$ cat src/rtl/mini64_pkg.sv
package mini64_pkg;

    localparam int XLEN    = 64;
    localparam int ILEN    = 32;
    localparam int REG_CNT = 32;
    localparam int IDX_W   = $clog2(REG_CNT);
    localparam int IMM_W   = 12;

    localparam logic [6:0] OPC_OPIMM = 7'b0010011;
    localparam logic [6:0] OPC_LOAD  = 7'b0000011;
    localparam logic [2:0] F3_ADDI   = 3'b000;
    localparam logic [2:0] F3_LDW    = 3'b011;

    typedef enum logic [1:0] {
        OP_ADDI = 2'd0,
        OP_LD   = 2'd1,
        OP_BAD  = 2'd2
    } op_e;

    typedef enum logic [1:0] {
        CAUSE_NONE     = 2'd0,
        CAUSE_ILLEGAL  = 2'd1,
        CAUSE_MISALIGN = 2'd2
    } cause_e;

    typedef enum logic {
        ST_RUN  = 1'b0,
        ST_WAIT = 1'b1
    } state_e;

    typedef struct packed {
        op_e               op;
        logic [IDX_W-1:0]  rd;
        logic [IDX_W-1:0]  rs1;
        logic [XLEN-1:0]   imm;
    } dec_t;

    function automatic logic [XLEN-1:0] sext_imm(input logic [IMM_W-1:0] v);
        return {{(XLEN-IMM_W){v[IMM_W-1]}}, v};
    endfunction

endpackage

$ cat src/rtl/mini64_decode.sv
module mini64_decode
    import mini64_pkg::*;
(
    input  logic [ILEN-1:0] word,
    output dec_t            dec
);
    logic [6:0] opcode;
    logic [2:0] funct3;

    assign opcode = word[6:0];
    assign funct3 = word[14:12];

    always_comb begin
        dec.rd  = word[11:7];
        dec.rs1 = word[19:15];
        dec.imm = sext_imm(word[31:20]);
        if (opcode == OPC_OPIMM && funct3 == F3_ADDI)
            dec.op = OP_ADDI;
        else if (opcode == OPC_LOAD && funct3 == F3_LDW)
            dec.op = OP_LD;
        else
            dec.op = OP_BAD;
    end
endmodule

$ cat src/rtl/mini64_regfile.sv
module mini64_regfile
    import mini64_pkg::*;
(
    input  logic             clk,
    input  logic             rst,
    input  logic [IDX_W-1:0] rd_idx,
    output logic [XLEN-1:0]  rd_val,
    input  logic             wr_en,
    input  logic [IDX_W-1:0] wr_idx,
    input  logic [XLEN-1:0]  wr_val
);
    logic [XLEN-1:0] regs [REG_CNT];

    always_ff @(posedge clk) begin
        if (rst) begin
            for (int i = 0; i < REG_CNT; i++) regs[i] <= '0;
        end else if (wr_en && wr_idx != '0) begin
            regs[wr_idx] <= wr_val;
        end
    end

    assign rd_val = (rd_idx == '0) ? '0 : regs[rd_idx];
endmodule

$ cat src/rtl/mini64_agu.sv
module mini64_agu
    import mini64_pkg::*;
#(
    parameter int ACC_BYTES = 8
) (
    input  logic [XLEN-1:0] base,
    input  logic [XLEN-1:0] offset,
    output logic [XLEN-1:0] sum,
    output logic            misaligned
);
    localparam int LOW_W = $clog2(ACC_BYTES);

    assign sum = base + offset;

    generate
        if (LOW_W == 0) begin : g_byte
            assign misaligned = 1'b0;
        end else begin : g_wide
            assign misaligned = |sum[LOW_W-1:0];
        end
    endgenerate
endmodule

$ cat src/rtl/mini64_core.sv
module mini64_core
    import mini64_pkg::*;
#(
    parameter logic [63:0] RESET_VEC = 64'h0000_0000_8000_0000,
    parameter int          LD_BYTES  = 8
) (
    input  logic        clk,
    input  logic        rst,
    output logic [63:0] pc_o,
    input  logic        insn_valid,
    input  logic [31:0] insn_word,
    output logic        insn_ready,
    output logic        dmem_req,
    output logic [63:0] dmem_addr,
    input  logic        dmem_valid,
    input  logic [63:0] dmem_rdata,
    output logic        retire_valid,
    output logic [4:0]  retire_rd,
    output logic [63:0] retire_data,
    output logic        err_flag,
    output logic [1:0]  err_cause
);
    dec_t             dec;
    logic [XLEN-1:0]  rs1_val;
    logic [XLEN-1:0]  agu_sum;
    logic             agu_mis;

    state_e           state_q;
    logic [XLEN-1:0]  pc_q;
    logic [XLEN-1:0]  ld_addr_q;
    logic [IDX_W-1:0] ld_rd_q;
    logic             err_q;
    cause_e           cause_q;
    logic             ret_v_q;
    logic [IDX_W-1:0] ret_rd_q;
    logic [XLEN-1:0]  ret_data_q;

    logic             wr_en;
    logic [IDX_W-1:0] wr_idx;
    logic [XLEN-1:0]  wr_val;
    logic             retire_now;
    logic             go_wait;
    logic             fault;
    cause_e           fault_cause;

    mini64_decode u_dec (
        .word (insn_word),
        .dec  (dec)
    );

    mini64_regfile u_rf (
        .clk    (clk),
        .rst    (rst),
        .rd_idx (dec.rs1),
        .rd_val (rs1_val),
        .wr_en  (wr_en),
        .wr_idx (wr_idx),
        .wr_val (wr_val)
    );

    mini64_agu #(.ACC_BYTES(LD_BYTES)) u_agu (
        .base       (rs1_val),
        .offset     (dec.imm),
        .sum        (agu_sum),
        .misaligned (agu_mis)
    );

    always_comb begin
        wr_en       = 1'b0;
        wr_idx      = dec.rd;
        wr_val      = agu_sum;
        retire_now  = 1'b0;
        go_wait     = 1'b0;
        fault       = 1'b0;
        fault_cause = CAUSE_NONE;
        if (state_q == ST_RUN && insn_valid) begin
            case (dec.op)
                OP_ADDI: begin
                    wr_en      = 1'b1;
                    retire_now = 1'b1;
                end
                OP_LD: begin
                    if (agu_mis) begin
                        fault       = 1'b1;
                        fault_cause = CAUSE_MISALIGN;
                    end else begin
                        go_wait = 1'b1;
                    end
                end
                default: begin
                    fault       = 1'b1;
                    fault_cause = CAUSE_ILLEGAL;
                end
            endcase
        end else if (state_q == ST_WAIT && dmem_valid) begin
            wr_en      = 1'b1;
            wr_idx     = ld_rd_q;
            wr_val     = dmem_rdata;
            retire_now = 1'b1;
        end
    end

    always_ff @(posedge clk) begin
        if (rst) begin
            state_q    <= ST_RUN;
            pc_q       <= RESET_VEC;
            ld_addr_q  <= '0;
            ld_rd_q    <= '0;
            err_q      <= 1'b0;
            cause_q    <= CAUSE_NONE;
            ret_v_q    <= 1'b0;
            ret_rd_q   <= '0;
            ret_data_q <= '0;
        end else begin
            ret_v_q <= retire_now;
            if (retire_now) begin
                ret_rd_q   <= wr_idx;
                ret_data_q <= (wr_idx == '0) ? '0 : wr_val;
                pc_q       <= pc_q + 64'd4;
            end
            if (go_wait) begin
                state_q   <= ST_WAIT;
                ld_rd_q   <= dec.rd;
                ld_addr_q <= agu_sum;
            end else if (state_q == ST_WAIT && dmem_valid) begin
                state_q <= ST_RUN;
            end
            if (fault && !err_q) begin
                err_q   <= 1'b1;
                cause_q <= fault_cause;
            end
        end
    end

    assign pc_o         = pc_q;
    assign insn_ready   = (state_q == ST_RUN);
    assign dmem_req     = (state_q == ST_WAIT);
    assign dmem_addr    = ld_addr_q;
    assign retire_valid = ret_v_q;
    assign retire_rd    = ret_rd_q;
    assign retire_data  = ret_data_q;
    assign err_flag     = err_q;
    assign err_cause    = cause_q;
endmodule

$ cat config.mk
export PLATFORM = sky130hd
export DESIGN_NAME = mini64_core
export DESIGN_NICKNAME = d
export VERILOG_FILES = /design/src/rtl/mini64_pkg.sv /design/src/rtl/mini64_decode.sv /design/src/rtl/mini64_regfile.sv /design/src/rtl/mini64_agu.sv /design/src/rtl/mini64_core.sv
export SDC_FILE = /design/constraint.sdc
export NUM_CORES = 2
export LEC_CHECK = 0
export ABC_AREA = 1
export BUFFER_PORTS_ARGS = -buffer_cell sky130_fd_sc_hd__clkbuf_2
export CORE_ASPECT_RATIO = 0.6
export CORE_MARGIN = 3
export CORE_UTILIZATION = 59
export DETAILED_ROUTE_END_ITERATION = 7
export HOLD_SLACK_MARGIN = 0.12
export PLACE_DENSITY = 0.73
export SKIP_LAST_GASP = 1
export SLEW_MARGIN = 10
export SYNTH_ARGS = -nofsm -noshare
export SYNTH_HDL_FRONTEND = slang
export SYNTH_HIERARCHICAL = 1
export SYNTH_SLANG_ARGS = --single-unit
$ cat constraint.sdc
create_clock -name clk -period 5.1 [get_ports clk]
set_input_delay 0.765 -clock clk [delete_from_list [all_inputs] [get_ports clk]]
set_output_delay 0.765 -clock clk [all_outputs]
set_load 0.01 [all_outputs]
==> impl_metrics.csv <==
group,metric,value,unit
outcome,status,"complete, but fails checks",
outcome,violations,"DRC",
clock_network,cts_sinks,2253,
sta,fmax,206,MHz
detailed_routing,wirelength,382,mm
final_layout,final_cell_mix,"nand2_1 (3471), nor2_1 (2528), edfxtp_1 (2048)",
power_and_ir_drop,irDropWorstVdd,0.286,mV
sta,finalClockSkew,87.1,ps
sta,post-route-period-util,95.0,%
clock_network,clk_latency,910,ps
clock_network,cts.root.buffer_cell,"clkbuf_16",
detailed_routing,drc,1,
critical_path,cp_max_fo,48,
clock_network,ctsHoldBuffers,0,
power_and_ir_drop,p_total,44800,uW
grt,grt_max_degree,113,
floorplanning,io_pins,303,
floorplanning,core-area,183000,sq um
detailed_routing,dr.pass1.iters,8,
power_and_ir_drop,p_per_area,360,nW/um^2
synth,synth_area,109000,sq um
critical_path,reg2reg_slack,620,ps
sta,finalHoldViolCount,0,
critical_path,crit_required,5660,ps
floorplanning,die_h,339,um
sta,drv_slew,0,
clock_network,post_cts.repair.setup_buffers,0,
grt,grt_pass1_wl,561,mm
sta,setup_viol,0,
detailed_routing,via_count,93100,
grt,grt_pass1_vias,87900,
hold_path,hold_path.class,"in -> reg",
synth,synth_cell_type_count,43,
placement,hpwlAfterDp,234,mm
detailed_routing,vias_per_cell,6.13,
critical_path,crit_arrival,5410,ps
floorplanning,die_area,190000,sq um
placement,globalplace.congestion,1.03,
clock_network,cts_tree,"done",
synth,synth-warning-count,6,
placement,dpl_cell_area,118000,sq um
final_layout,layout_commonest_cell,"nand2_1",
final_layout,stdcell_area,124000,sq um
clock_network,cts_max_level,4,
floorplanning,rows,121,
synth,syn_inst,12200,
clock_network,path_clk_slew,60,ps
grt,grt_usage,39.3,%
final_layout,area_delta_synth_final,14.1,%
clock_network,cts_buffers,206,
detailed_routing,wl_per_cell,25.1,um
placement,io_buffers,300,
critical_path,start_kind,"input pin",
synth,ys_seq_elements,2253,
critical_path,crit_path_end_kind,"flop",
detailed_routing,drt_iter0_drc,15500,
grt,antenna_found_initial,4,
final_layout,final_nets,12700,
critical_path,criticalPathCategory,"in -> reg",
clock_network,clockBufferDepth,4,
synth,syn_area_per_cell,8.94,sq um
synth,synth_edf_count,2048,
sta,slew_headroom,13.3,%
floorplanning,chipWidth,561,um
synth,async_reset_ff_share,0,%
power_and_ir_drop,p_leak,0.0535,uW
final_layout,drive_above_1_share,12.9,%
sta,tightest_slew,1300,ps
flow_run,drv_cap,0,
sta,rsz0062_at_grt,"false",
clock_network,cts_resized,0,
grt,grt_overflow,0,
sta,fin_crit,4840,ps
floorplanning,start_util,59.7,%
synth,yosysSeqAreaShare,60.1,%
synth,ys.flop_type,"edfxtp_1",
detailed_routing,drt.antenna.violating_nets,0,
[registers in the layout (all words and copies together) (netlist names)]
signal        flops
dmem_addr        64
dmem_req          1
err_cause         2
err_flag          1
ld_rd_q           5
pc_o             62
retire_data      64
retire_rd         5
retire_valid      1
u_rf/regs      2048
[through the flow]
step	hold slack (ps)	setup WS [ps]	cells	utilization [%]	setup TNS (ps)
6_report	188	256	15200	68.2	0
5_1_grt	179	100	15200	68.2	0
4_1_cts	147	534	15200	68.2	0
3_5_place_dp	460	-313	14800	64.6	-71810
3_3_place_gp	451	-421	14800	64.6	-71990
2_1_floorplan	455	759	12300	-	0
[cells by family after synthesis]
logic type / after synthesis / synth area share [%]
AO/OA/AOI/OAI: 343 / 1.60
adder cells (fa/ha/maj): 65 / 0.752
XOR/XNOR: 36 / 0.289
flip-flops: 2253 / 60.1
other: 2 / 0.00688
buffers and inverters: 1492 / 6.63
multiplexers: 64 / 0.829
AND/OR/NAND/NOR: 7940 / 29.8
[routing by layer]
metal | share of wire (%) | GRT usage (%)
met5 | 0 | 0
met4 | 4.6 | 15.4
met3 | 16 | 9.52
met2 | 42 | 56.6
met1 | 38 | 57.5
[Yosys cell counts (5+ instances only)]
cell type	instances	area (sq um)
xor2_1	34	298
o21bai_1	5	37.5
a21oi_1	162	811
nand2_1	3534	13300
buf_2	410	2050
edfxtp_1	2048	61500
nand3_1	1718	8600
inv_1	467	1750
mux2_4	49	736
dfxtp_1	205	4100
buf_4	103	773
mux2_2	15	169
ha_1	64	801
clkbuf_1	334	1250
inv_2	17	63.8
nor2_1	2528	9490
buf_1	59	221
o21ai_0	165	826
buf_6	96	1080
nor3_1	22	110
nor2_4	5	56.3
nand3_2	15	150
a31oi_1	5	31.3
nand2_2	33	206
nor2_2	41	257
nand4_1	28	175
[layout make-up]
| type | count | area (sq um) |
|---|---|---|
| Multi-Input combinational cell | 8514 | 37000 |
| Inverter | 489 | 1880 |
| Fill cell | 14000 | 58100 |
| Timing Repair Buffer | 1109 | 10500 |
| Sequential cell | 2253 | 65600 |
| Antenna cell | 4 | 10.0 |
| Tap cell | 2460 | 3080 |
| Clock inverter | 118 | 1070 |
| Clock buffer | 250 | 5370 |
[final timing paths]
check        cells after the start         startpoint                 to
min reg2reg                      2       err_cause[0]       err_cause[0]
min                              3       insn_word[8]         ld_rd_q[1]
max                             27      insn_word[15]  u_rf/regs[20][57]
max reg2reg                     23  u_rf/regs[16][50]  u_rf/regs[15][63]
[power breakdown]
group | switching (uW) | internal [uW] | total, uW
combinational | 5900 | 2660 | 8570
sequential | 171 | 20700 | 20800
clock | 6950 | 8440 | 15400
total | 13000 | 31800 | 44800
[worst max-delay path: stages]
cell and delay (ps):
buf_8 140, buf_12 190, buf_12 280, buf_4 360, nand2_1 80, nand3_1 100, nand3_1 90, nand2_1 80
nand2_1 50, nand2_1 90, nor2_1 40, nor2_1 330, ha_1 260, nand2_1 100, inv_1 90, nand2_1 100
buf_4 150, nor3_1 380, nand2_1 270, nor2_1 150, nand2_1 230, nand3_1 140, nand2_1 90, mux2_4 280
inv_1 130, buf_12 220, nor2_1 80
Power figures use the tool's default switching activity.
